File: src/rtl/spi_chain_pkg.sv
`timescale 1ns/1ps
package spi_chain_pkg;
    localparam int BYTE_W = 8;
    localparam int CID_W  = 4;

    typedef enum logic [1:0] {
        PH_CTRL = 2'd0,
        PH_ADDR = 2'd1,
        PH_DAT0 = 2'd2,
        PH_DAT1 = 2'd3
    } phase_e;

    // control byte as received, MSB first on the wire
    typedef struct packed {
        logic             bcast;
        logic             rd;
        logic             ram;
        logic             spare;
        logic [CID_W-1:0] cid_rev;   // identifier, LSB in the top position
    } ctl_t;
endpackage

File: src/rtl/spi_chain_sync.sv
`timescale 1ns/1ps
module spi_chain_sync #(
    parameter int          W       = 3,
    parameter int          STAGES  = 2,
    parameter logic [W-1:0] RST_VAL = '0
) (
    input  logic         clk,
    input  logic         rst_n,
    input  logic [W-1:0] din,
    output logic [W-1:0] dout,
    output logic [W-1:0] dout_prev
);
    logic [W-1:0] chain_q [STAGES+1];
    logic [W-1:0] chain_d [STAGES+1];

    always_comb begin
        chain_d[0] = din;
        for (int i = 1; i <= STAGES; i++) chain_d[i] = chain_q[i-1];
    end

    genvar g;
    generate
        for (g = 0; g <= STAGES; g++) begin : g_stage
            always_ff @(posedge clk or negedge rst_n) begin
                if (!rst_n) chain_q[g] <= RST_VAL;
                else        chain_q[g] <= chain_d[g];
            end
        end
    endgenerate

    assign dout      = chain_q[STAGES-1];
    assign dout_prev = chain_q[STAGES];
endmodule

File: src/rtl/spi_chain_fwd.sv
`timescale 1ns/1ps
module spi_chain_fwd (
    input  logic clk,
    input  logic rst_n,
    input  logic sdi_raw,
    input  logic sdi_s,
    input  logic rise,
    input  logic in_cid,
    output logic sdi_thru
);
    logic borrow_d, borrow_q;

    // serial subtract-one, LSB first: out = in ^ borrow, borrow &= ~in
    always_comb begin
        if (!in_cid)   borrow_d = 1'b1;
        else if (rise) borrow_d = borrow_q & ~sdi_s;
        else           borrow_d = borrow_q;
    end

    always_ff @(posedge clk or negedge rst_n) begin
        if (!rst_n) borrow_q <= 1'b1;
        else        borrow_q <= borrow_d;
    end

    assign sdi_thru = in_cid ? (sdi_raw ^ borrow_q) : sdi_raw;
endmodule

File: src/rtl/spi_chain_port.sv
`timescale 1ns/1ps
module spi_chain_port
    import spi_chain_pkg::*;
#(
    parameter int SYNC_STAGES = 2
) (
    input  logic        clk,
    input  logic        rst_n,
    input  logic        spi_sclk,
    input  logic        spi_cs_n,
    input  logic        spi_sdi,
    output logic        spi_sdo,
    output logic        spi_sdo_oe,
    output logic        spi_sdi_thru,
    output logic [7:0]  mem_addr,
    output logic [15:0] wr_data,
    output logic        reg_we,
    output logic        ram_we,
    input  logic [7:0]  reg_rdata,
    input  logic [15:0] ram_rdata
);
    localparam int CNT_W     = $clog2(BYTE_W + 1);
    localparam int FLAG_BITS = BYTE_W - CID_W;
    localparam int WORD_W    = 2 * BYTE_W;

    typedef struct packed {
        phase_e              phase;
        phase_e              phase_nx;
        logic [CNT_W-1:0]    bits;
        logic [BYTE_W-2:0]   sh;
        logic                bcast;
        logic                rd;
        logic                ram;
        logic                acc;
        logic [BYTE_W-1:0]   addr;
        logic [BYTE_W-1:0]   hi;
        logic [WORD_W-1:0]   tx;
        logic [WORD_W-1:0]   rbuf;
        logic                fetch;
        logic                reg_we;
        logic                ram_we;
        logic [WORD_W-1:0]   wdata;
    } st_t;

    st_t st_d, st_q;

    logic [2:0] pins_s, pins_p;
    logic sclk_s, cs_s, sdi_s, sclk_p, cs_p;
    logic rise, fall, cs_rise, oe, in_cid;
    logic [BYTE_W-1:0] byte_new;
    ctl_t ctl;

    spi_chain_sync #(.W(3), .STAGES(SYNC_STAGES), .RST_VAL(3'b010)) u_sync (
        .clk(clk), .rst_n(rst_n),
        .din({spi_sclk, spi_cs_n, spi_sdi}),
        .dout(pins_s), .dout_prev(pins_p)
    );

    assign {sclk_s, cs_s, sdi_s} = pins_s;
    assign sclk_p  = pins_p[2];
    assign cs_p    = pins_p[1];
    assign rise    = !cs_s && sclk_s && !sclk_p;
    assign fall    = !cs_s && !sclk_s && sclk_p;
    assign cs_rise = cs_s && !cs_p;

    assign in_cid = !cs_s && (st_q.phase == PH_CTRL) &&
                    (st_q.bits >= CNT_W'(FLAG_BITS)) && (st_q.bits < CNT_W'(BYTE_W));

    spi_chain_fwd u_fwd (
        .clk(clk), .rst_n(rst_n), .sdi_raw(spi_sdi), .sdi_s(sdi_s),
        .rise(rise), .in_cid(in_cid), .sdi_thru(spi_sdi_thru)
    );

    assign oe = !cs_s && st_q.acc && st_q.rd &&
                (st_q.phase == PH_DAT0 || st_q.phase == PH_DAT1);
    assign byte_new = {st_q.sh, sdi_s};
    assign ctl = ctl_t'(byte_new);

    always_comb begin
        st_d        = st_q;
        st_d.reg_we = 1'b0;
        st_d.ram_we = 1'b0;
        st_d.fetch  = 1'b0;

        if (st_q.fetch) begin
            if (st_q.ram) st_d.rbuf = ram_rdata;
            else          st_d.tx   = {reg_rdata, {BYTE_W{1'b0}}};
        end

        if (cs_rise) begin
            if (st_q.bits == CNT_W'(BYTE_W)) st_d.phase = st_q.phase_nx;
            st_d.bits = '0;
        end else if (rise && st_q.bits != CNT_W'(BYTE_W)) begin
            st_d.sh   = byte_new[BYTE_W-2:0];
            st_d.bits = st_q.bits + 1'b1;
            if (st_q.bits == CNT_W'(BYTE_W - 1)) begin
                case (st_q.phase)
                    PH_CTRL: begin
                        st_d.bcast    = ctl.bcast;
                        st_d.rd       = ctl.rd;
                        st_d.ram      = ctl.ram;
                        st_d.acc      = ctl.bcast ? !ctl.rd : (ctl.cid_rev == '0);
                        st_d.phase_nx = PH_ADDR;
                    end
                    PH_ADDR: begin
                        st_d.addr     = byte_new;
                        st_d.phase_nx = PH_DAT0;
                        if (st_q.acc && st_q.rd) begin
                            st_d.fetch = 1'b1;
                            if (st_q.ram) st_d.tx = st_q.rbuf;
                        end
                    end
                    PH_DAT0: begin
                        if (st_q.ram) begin
                            st_d.hi       = byte_new;
                            st_d.phase_nx = PH_DAT1;
                        end else begin
                            st_d.phase_nx = PH_CTRL;
                            if (st_q.acc && !st_q.rd) begin
                                st_d.reg_we = 1'b1;
                                st_d.wdata  = {{BYTE_W{1'b0}}, byte_new};
                            end
                        end
                    end
                    default: begin
                        st_d.phase_nx = PH_CTRL;
                        if (st_q.acc && !st_q.rd) begin
                            st_d.ram_we = 1'b1;
                            st_d.wdata  = {st_q.hi, byte_new};
                        end
                    end
                endcase
            end
        end else if (fall && oe) begin
            st_d.tx = {st_q.tx[WORD_W-2:0], 1'b0};
        end
    end

    always_ff @(posedge clk or negedge rst_n) begin
        if (!rst_n) st_q <= '0;
        else        st_q <= st_d;
    end

    assign spi_sdo    = oe ? st_q.tx[WORD_W-1] : 1'b0;
    assign spi_sdo_oe = oe;
    assign mem_addr   = st_q.addr;
    assign wr_data    = st_q.wdata;
    assign reg_we     = st_q.reg_we;
    assign ram_we     = st_q.ram_we;

    AST_WE_FROM_EDGE: assert property (@(posedge clk) disable iff (!rst_n)
        (reg_we || ram_we) |-> $past(rise));
    AST_REG_WE_PULSE: assert property (@(posedge clk) disable iff (!rst_n)
        reg_we |=> !reg_we);
    AST_RAM_WE_PULSE: assert property (@(posedge clk) disable iff (!rst_n)
        ram_we |=> !ram_we);
    AST_BCAST_READ_QUIET: assert property (@(posedge clk) disable iff (!rst_n)
        spi_sdo_oe |-> !(st_q.bcast && st_q.rd));
    AST_SDO_HOLD: assert property (@(posedge clk) disable iff (!rst_n)
        (spi_sdo_oe && $past(spi_sdo_oe) && !$past(fall) && !$past(st_q.fetch))
        |-> $stable(spi_sdo));
endmodule

File: config.mk
export PLATFORM = sky130hd
export DESIGN_NAME = spi_chain_port
export DESIGN_NICKNAME = d
export VERILOG_FILES = /design/src/rtl/spi_chain_pkg.sv /design/src/rtl/spi_chain_sync.sv /design/src/rtl/spi_chain_fwd.sv /design/src/rtl/spi_chain_port.sv
export SDC_FILE = /design/constraint.sdc
export NUM_CORES = 1
export LEC_CHECK = 0
export BUFFER_PORTS_ARGS = -buffer_cell sky130_fd_sc_hd__buf_2
export CAP_MARGIN = 40
export CORE_MARGIN = 8
export CORE_UTILIZATION = 52
export CTS_BUF_LIST = sky130_fd_sc_hd__clkbuf_16
export CTS_CLUSTER_DIAMETER = 40
export DETAILED_ROUTE_END_ITERATION = 10
export GPL_ROUTABILITY_DRIVEN = 0
export PLACE_DENSITY = 0.76
export SLEW_MARGIN = 20
export SYNTH_ARGS = -nofsm -noshare
export SYNTH_HDL_FRONTEND = slang
export SYNTH_SLANG_ARGS = --single-unit
File: constraint.sdc
create_clock -name clk -period 1.7 [get_ports clk]
set_input_delay 0.34 -clock clk [delete_from_list [all_inputs] [get_ports clk]]
set_output_delay 0.34 -clock clk [all_outputs]
set_load 0.03 [all_outputs]
==> After elaboration in Yosys (flattened, before gate mapping) <==
Index checks and enable logic that the tools add are counted.
{ "op_classes": {"addsub": 1, "mul": 0, "div_mod_pow": 0, "order_cmp": 2, "n_eq_ne": 8, "shift": 0, "n_mux": 36, "bitwise_logic": 5, "reduce_logical": 35} }
{ "ops": {"columns": ["operator", "n"], "rows": [
  ["16-bit two-way mux", 10],
  ["19-bit two-way mux", 3],
  ["36-bit two-way mux", 1],
  ["32-bit two-way mux", 1],
  ["16-bit one-hot mux with 2 select lines", 1],
  ["31-bit two-way mux", 1],
  ["8-bit two-way mux", 3],
  ["17-bit two-way mux", 1],
  ["1-bit logical AND", 15],
  ["1-bit two-way mux", 11],
  ["4-bit two-way mux", 2],
  ["4-bit AND reduction", 2],
  ["1-bit logical NOT", 6],
  ["2-bit one-hot mux with 3 select lines", 1],
  ["2-bit AND reduction", 3],
  ["6-bit AND reduction", 1],
  ["5-bit AND reduction", 1],
  ["4-bit by 1-bit adder with 4-bit output (second input constant)", 1],
  ["2-bit == test (second input constant)", 2],
  ["4-bit by 3-bit == test with 1-bit output (second input constant)", 1],
  ["4-bit == test (second input constant)", 1],
  ["4-bit by 3-bit greater-or-equal comparator with 1-bit output (second input constant)", 1],
  ["4-bit logical NOT", 1],
  ["4-bit less-than comparator (second input constant)", 1],
  ["other kinds (13)", 16]
]} }
{ "totals": {"register_bits": 96, "latch_bits": 0, "mem_bits_rw": 0, "rom_bits": 0, "in_bits": 29, "out_inout_bits": 29, "elab_cells": 107, "mem_count": 0} }

==> Logic depth before layout (Yosys ltp) <==
Gate-level depths: netlist of the first run.
{ "logic_depth": {"ltp_word": 8, "ltp_mapped": 7, "mapped_depth_nobuf": 6} }

==> Modules after synthesis <==
Synthesis of the first run repeated with hierarchy kept, for this count alone.
{ "unflattened": {"cells_unflattened": 360, "hier_area_um2": 4433.0} }
{ "by_module_without_submodules": {"columns": ["mod", "instances", "cells_per_inst", "area_per_inst_um2", "seq_area_each_um2"], "rows": [
  ["spi_chain_port", 1, 343, 4129.0, 2127.0],
  ["spi_chain_sync", 1, 12, 251.5, 229.0],
  ["spi_chain_fwd", 1, 5, 52.6, 26.3]
]} }

==> Least setup slack after synthesis of the first run <==
OpenSTA, ideal clock, no wires.
{ "synth_path": {"path_kind": "reg-to-reg", "start": "register st_q[85] in the netlist's numbering", "end": "register st_q[39] in the netlist's numbering", "setup_ns": 0.091, "arrival_ns": 1.715, "required_ns": 1.609, "path_slack_ns": -0.106, "stages_incl_launch_ff": 7, "path_buffers": 2, "synth_period_minus_slack_ns": 1.806, "cell_sequence": "dfrtp_1 -> clkbuf_1 -> nand2b_1 -> nor3_4 -> buf_4 -> mux2_2 -> o221ai_1"} }
{ "synth_lines": {"columns": ["item", "line_no", "rtl"], "rows": [
  ["start: declaration", "spi_chain_port.sv:45", "st_t st_d, st_q;"],
  ["start signal: assignment", "spi_chain_port.sv:141", "else st_q <= st_d;"]
]} }

==> Worst setup path after layout of the first run <==
{ "layout_path": {"start": "register u_sync.chain_q, in the netlist u_sync.dout[1]", "end": "output port spi_sdi_thru"} }
{ "layout_via": {"elab_chain_len": 5} }
{ "layout_rtl": {"columns": ["item", "line_no", "rtl"], "rows": [
  ["start: declaration", "spi_chain_sync.sv:13", "logic [W-1:0] chain_q [STAGES+1];"],
  ["start signal: indexed assignment", "spi_chain_sync.sv:26", "else chain_q[g] <= chain_d[g];"],
  ["1-bit logical NOT", "spi_chain_port.sv:66", "assign in_cid = !cs_s && (st_q.phase == PH_CTRL) &&"],
  ["1-bit logical AND (2 in a row)", "spi_chain_port.sv:66", null],
  ["1-bit logical AND", "spi_chain_port.sv:67", "(st_q.bits >= CNT_W'(FLAG_BITS)) && (st_q.bits < CNT_W'(BYTE_W));"],
  ["1-bit two-way mux", "spi_chain_fwd.sv:25", "assign sdi_thru = in_cid ? (sdi_raw ^ borrow_q) : sdi_raw;"],
  ["end: declaration", "spi_chain_port.sv:14", "output logic spi_sdi_thru,"]
]} }
No other way between the ends.

==> impl_metrics.yaml, run 1 <==
outcome:
  status: "finished with violations"
  violations: "negative setup slack"
detailed_routing:
  post_drt_wl_per_cell_um: 17.5
  wl_mm: 9.68
  avgViaCountPerCell: 5.24
  wl_met2_mm: 5.00
  wl_met3_um: 375
  drc_errors: 0
  initialDrtViolationCount: 80
  top_layer: "met4"
  met1_length_mm: 4.14
  ant_nets: 0
  dr.pass1.iters: 4
  vias: 2904
setup_path:
  end_kind: "primary output"
  cp-start-kind: "flip-flop"
  ff2ff_setup_slack_ns: -0.10
  reg2reg_from: "u_sync.dout[1]"
  crit_chain: "nor4_4 -> nand2_1 -> xnor2_2 -> buf_6"
  critPathSlowestCell: "dfstp_2"
  r2r_end: "st_q[43]"
  path_class: "flip-flop to primary output"
  max_stage_delay_ns: 0.41
  cp_top_family: "simple AND/OR/NAND/NOR gates"
  crit_arrival_ns: 1.52
  ff2ff_path_depth: 7
  path_max_fanout: 5
  crit_buf_inv: 1
  crit_required_ns: 1.36
clock_network:
  clockBufferDepth: 2
  numCtsBuffers: 9
  tritoncts: "done"
  clkLatencyLatePin_ns: 0.34
  h-tree-depth: 3
  cts-root-buf: "clkbuf_16"
  clk_pin_slew_worst_paths_ns: 0.06
  cts.sink_count: 94
layout:
  num_antenna_cells: 0
  area_growth_pct: 30.6
  nFillCells: 565
  nets: 475
  drive_gt1_share_pct: 49.7
floorplan:
  ioPinCount: 58
  fp-row-count: 33
  initial_utilization_pct: 53.4
  coreArea_um2: 8220
  die_x_um: 108
  die_h_um: 108
  dieArea_um2: 11600
synth:
  syn_inst: 356
  synth_edf_count: 0
  avgSynthCellArea_um2: 12.3
  synth_area_leaders: "dfrtp_1 (51%), mux2_2 (15%), mux2i_1 (8.4%)"
  synth_flop_cell: "dfrtp_1"
  ys_seq_area_share_pct: 53.7
  ys_seq_elements: 94
  synthesis.nets: 387
  synth_top_area_share_pct: 51.3
  synth.yosys.warnings: 0
  ys_types: 40
  synth_area_um2: 4390
  synth_top_area_cell: "dfrtp_1"
  synthArstFlopShare_pct: 100
timing:
  finalCritPeriodShare_pct: 109
  fin_ws_ns: -0.158
  rsz0062_at_grt: "yes"
  fmax_ghz: 0.538
  worst_pin_slew_ns: 0.340
  hold_violations: 0
  setup_tns_ns: -1.52
  finalSetupViolCount: 32
  drv_slew: 0
  fin_crit_ns: 1.86
  finClkSkew_ns: 0.00568
  relSlewSlack_pct: 77.1
hold_path:
  hold_depth: 1
  worstHoldPathType: "input port to flip-flop"
  min_to: "u_sync.chain_d[4]"
  hp-start: "spi_cs_n"
global_route:
  antenna_found_initial: 0
  gr-total-overflow: 0
  grt_max_degree: 56
  grt_first_pass_wirelength_mm: 14.9
  grt_pass1_vias: 3028
  track_usage_pct: 16.3
placed_design:
  portBuffers: 57
  hpwl_mm: 6.03
flow_run:
  cap_violations: 0
power_and_ir_drop:
  p_per_area_nw_per_um2: 920
  power_mw: 5.27
  peakVddDrop_v: 0.000550
  leakagePower_nw: 2.81
-- power by group --
group | switching, mW | total [mW] | internal (mW) | leakage [nW]
Combinational | 0.301 | 0.679 | 0.377 | 1.45
Clock | 0.828 | 1.96 | 1.13 | 0.142
Sequential | 0.208 | 2.64 | 2.43 | 1.22
Total | 1.34 | 5.27 | 3.93 | 2.81
-- cells in the mapped netlist (2+ instances only) --
master	instances
nor2b_1	5
mux2_2	60
nand2_1	43
nand4_1	2
nand3b_1	2
mux2i_1	37
nand3_1	4
dfstp_2	4
buf_2	5
o221ai_1	7
buf_4	25
inv_1	25
xor2_1	2
nand2b_1	6
dfrtp_1	90
ha_1	2
clkbuf_1	5
nor4_1	3
and3_1	2
nor2_1	7
-- worst reg2reg max path, stage by stage (launching register included) --
cell and delay, ns:
dfstp_2 0.62, and4b_4 0.25, buf_6 0.12, nand3b_1 0.08, buf_6 0.13, buf_12 0.13
mux2i_1 0.22, mux2i_1 0.12
-- area by class of cell --
class                           instances  area, um^2  share of cell area, %
Sequential cell                        94        2360                   41.1
Multi-Input combinational cell        201        1950                   34.1
Timing Repair Buffer                  113         902                   15.7
Clock buffer                            9         225                   3.93
Tap cell                              105         131                   2.29
Inverter                               25        96.3                   1.68
Clock inverter                          7        63.8                   1.11
-- state kept, by name, summed over array words and instances (netlist names) --
register,count
st_q,52
wr_data,16
mem_addr,8
byte_new,7
u_sync.chain_d,3
u_sync.dout,3
u_sync.dout_prev,2
ram_we,1
reg_we,1
u_fwd.borrow_q,1
-- worst max path at each step --
| stage | cells past startpoint | slack (ns) | from | to |
|---|---|---|---|---|
| 6_report | 4 | -0.16 | u_sync.dout[1] | spi_sdi_thru |
| 4_1_cts | 5 | -0.19 | st_q[81] | spi_sdi_thru |
| 3_3_place_gp | 4 | -0.0009 | u_sync.dout_prev[2] | mem_addr[4] |
| 3_5_place_dp | 6 | -0.1 | st_q[79] | st_q[35] |
| 5_1_grt | 4 | -0.24 | u_sync.dout[1] | spi_sdi_thru |
| 2_1_floorplan | 6 | -0.05 | st_q[78] | st_q[39] |
-- cells in the final DEF, fill, tap and decap left out, drive strengths merged --
cell type / Yosys / layout
dfstp: 4 / 4
or3b: 1 / 1
nand3: 4 / 4
clkinv: 0 / 5
or2: 1 / 1
and2: 1 / 1
ha: 2 / 2
bufinv: 0 / 1
inv: 25 / 26
and4b: 1 / 1
xnor2: 1 / 1
nor2: 8 / 9
nand4b: 2 / 2
nor2b: 5 / 5
a211o: 1 / 1
nand3b: 2 / 2
nand4: 2 / 2
and3b: 1 / 1
and3: 2 / 2
nor3b: 1 / 1
o21ai: 1 / 1
o311a: 1 / 1
nor4: 3 / 3
dlygate4sd3: 0 / 1
nor3: 1 / 1
buf: 32 / 111
nand2: 43 / 43
nand2b: 6 / 6
clkbuf: 5 / 10
o221ai: 7 / 7
a21oi: 1 / 1
mux2: 60 / 60
mux2i: 37 / 37
or3: 1 / 1
nor4b: 1 / 1
o31ai: 1 / 1
xor2: 2 / 2
dfrtp: 90 / 90
-- timing repair --
item / 4_1_cts / 5_1_grt
endpoints found under the setup margin: 49 / 56
hold buffers: 1 / 0
cloned: 0 / 2
endpoints found under the hold margin: 15 / 0
pin swaps: 14 / 16
setup buffers: 16 / 10
resized for setup: 47 / 36
-- logic make-up (layout without fill, tap and decap cells) --
logic type      count (synthesis)  in the layout  share of synthesized area, %
mux                            97             97                          23.8
flops                          94             94                          53.7
simple gates                   86             87                          10.9
buf+inv                        62            154                          8.13
compound gates                 12             12                          2.22
xor+xnor                        3              3                         0.599
fa+ha+maj                       2              2                         0.570
-- per-stage QoR --
step | utilization (%) | instance area (um^2) | worst slack, ns | hold slack [ns] | cells
finish | 69.8 | 5730 | -0.158 | 0.102 | 554
global placement | 59.3 | 4870 | -0.000913 | 0.219 | 509
global route | 69.8 | 5730 | -0.238 | 0.0955 | 554
detailed placement | 59.3 | 4870 | -0.0973 | 0.226 | 509
floorplan | - | 4420 | -0.0451 | 0.0444 | 356
CTS | 66.7 | 5480 | -0.192 | 0.0919 | 542
-- per-layer routing --
layer	global-route usage, %	vias to the layer above
li1	-	1369
met1	20.4	1460
met2	27.0	61
met3	3.83	14
met4	5.85	0
met5	0	-
(Power assumes the default switching activity.)
==> inputs of run 2 (changes only) <==
--- a/config.mk
+++ b/config.mk
@@ -14,6 +14,7 @@
 export DETAILED_ROUTE_END_ITERATION = 10
 export GPL_ROUTABILITY_DRIVEN = 0
 export PLACE_DENSITY = 0.76
+export RECOVER_POWER = 100
 export SLEW_MARGIN = 20
 export SYNTH_ARGS = -nofsm -noshare
 export SYNTH_HDL_FRONTEND = slang
==> run 2 against run 1 <==
- via count hardly changed
- clock skew hardly changed
- clock-buffer cell count stayed put
- the run still ends with negative setup slack left
- sequential cell count stayed put
- hold slack hardly changed
- final area hardly changed
- maximum frequency stayed put
- register-to-register slack hardly changed
==> impl_metrics.yaml, run 2 (synthesis results as in run 1) <==
outcome:
  status: "finished with violations"
  violations: "negative setup slack"
detailed_routing:
  drc_errors: 0
  dr.pass1.iters: 4
  avgViaCountPerCell: 5.24
  ant_nets: 0
  vias: 2902
  post_drt_wl_per_cell_um: 17.5
  initialDrtViolationCount: 81
  wl_mm: 9.68
global_route:
  track_usage_pct: 16.3
  grt_max_degree: 56
  antenna_found_initial: 0
  grt_first_pass_wirelength_mm: 14.9
  gr-total-overflow: 0
  grt_pass1_vias: 3028
clock_network:
  clkLatencyLatePin_ns: 0.34
  cts-root-buf: "clkbuf_16"
  tritoncts: "done"
  clockBufferDepth: 2
  clk_pin_slew_worst_paths_ns: 0.06
  h-tree-depth: 3
  cts.sink_count: 94
  numCtsBuffers: 9
setup_path:
  cp_top_family: "simple AND/OR/NAND/NOR gates"
  crit_buf_inv: 1
  crit_chain: "nor4_4 -> nand2_1 -> xnor2_2 -> buf_6"
  path_class: "flip-flop to primary output"
  path_max_fanout: 5
  max_stage_delay_ns: 0.41
  cp-start-kind: "flip-flop"
  critPathSlowestCell: "dfstp_2"
  crit_arrival_ns: 1.52
  end_kind: "primary output"
  crit_required_ns: 1.36
timing:
  fin_crit_ns: 1.86
  finalSetupViolCount: 32
  fmax_ghz: 0.538
  fin_ws_ns: -0.158
  hold_violations: 0
  relSlewSlack_pct: 30.7
  finClkSkew_ns: 0.00568
  rsz0062_at_grt: "yes"
  setup_tns_ns: -1.52
  worst_pin_slew_ns: 1.04
  drv_slew: 0
  holdWs_ns: 0.102
  finalCritPeriodShare_pct: 109
floorplan:
  ioPinCount: 58
  die_x_um: 108
  initial_utilization_pct: 53.4
  coreArea_um2: 8220
  die_h_um: 108
  dieArea_um2: 11600
  fp-row-count: 33
layout:
  multi_input_area_um2: 1950
  nFillCells: 567
  nets: 475
  drive_gt1_share_pct: 49.4
  largest_register: "st_q"
  mostFrequentLayoutCell: "dfrtp_1"
  seq_area_um2: 2360
  num_antenna_cells: 0
  area_growth_pct: 30.5
  largest_reg_flops: 52
  final_cell_mix: "dfrtp_1 (89), buf_2 (53), nand2_1 (40)"
power_and_ir_drop:
  p_sw_share_pct: 25.4
  leakagePower_nw: 2.81
  sequentialPowerShare_pct: 50.0
  peakVddDrop_v: 0.000550
  power_mw: 5.27
  clockPowerShare_pct: 37.1
  p_comb_share_pct: 12.9
  p_per_area_nw_per_um2: 920
  switching_power_mw: 1.34
  power.internal_mw: 3.93
hold_path:
  worstHoldPathType: "input port to flip-flop"
placed_design:
  portBuffers: 57
  hpwl_mm: 6.03
flow_run:
  cap_violations: 0
run 2: cell types whose count changed in the layout (fill, tap and decap cells not counted):
cell	change
clkbuf_1	+1
clkbuf_4	+1
buf_4	-2
run 2: timing repair:
item                                    4_1_cts  5_1_grt
setup buffers                                16       10
hold buffers                                  1        0
resized for setup                            47       36
cloned                                        0        2
endpoints found under the setup margin       49       56
pin swaps                                    14       16
endpoints found under the hold margin        15        0
run 2: per-layer routing:
metal | track usage (%) | wire length, um
met5 | 0 | 0
met1 | 20.4 | 4150
met3 | 3.83 | 375
met4 | 5.85 | 157
met2 | 27.0 | 5000
run 2: final cells by class:
type	instances	share of cell area, %
Inverter	25	1.68
Multi-Input combinational cell	201	34.1
Tap cell	105	2.29
Clock inverter	7	1.11
Sequential cell	94	41.2
Timing Repair Buffer	113	15.7
Clock buffer	9	3.93
run 2: stage by stage:
step           cells  worst slack [ns]  instance area (um^2)  utilization (%)
3_5_place_dp     509           -0.0973                  4870             59.3
3_3_place_gp     509         -0.000913                  4870             59.3
2_1_floorplan    356           -0.0451                  4420                -
5_1_grt          554            -0.238                  5730             69.7
4_1_cts          542            -0.192                  5480             66.7
6_report         554            -0.158                  5730             69.7
run 2: power groups by stage:
| stage | combinational [mW] | sequential [mW] | clock (mW) |
|---|---|---|---|
| after global routing | 0.745 | 2.66 | 2.08 |
| after global placement | 0.509 | 2.65 | 0 |
| after CTS | 0.579 | 2.61 | 1.99 |
| after floorplan | 0.368 | 2.58 | 0 |
| after detailed placement | 0.540 | 2.65 | 0 |
| final | 0.677 | 2.64 | 1.96 |
run 2: path summary, 6_finish.rpt:
kind | start | end | slack (ns) | depth (start not counted)
max | u_sync.dout[1] | spi_sdi_thru | -0.16 | 4
min | spi_cs_n | u_sync.chain_d[4] | 0.10 | 1
max reg2reg | u_sync.dout[1] | st_q[43] | -0.10 | 7
min reg2reg | u_sync.chain_d[5] | u_sync.dout[2] | 0.35 | 0
max in group asynchronous | rst_n | u_sync.chain_d[4] | 0.07 | 3
min in group asynchronous | rst_n | byte_new[1] | 0.71 | 2
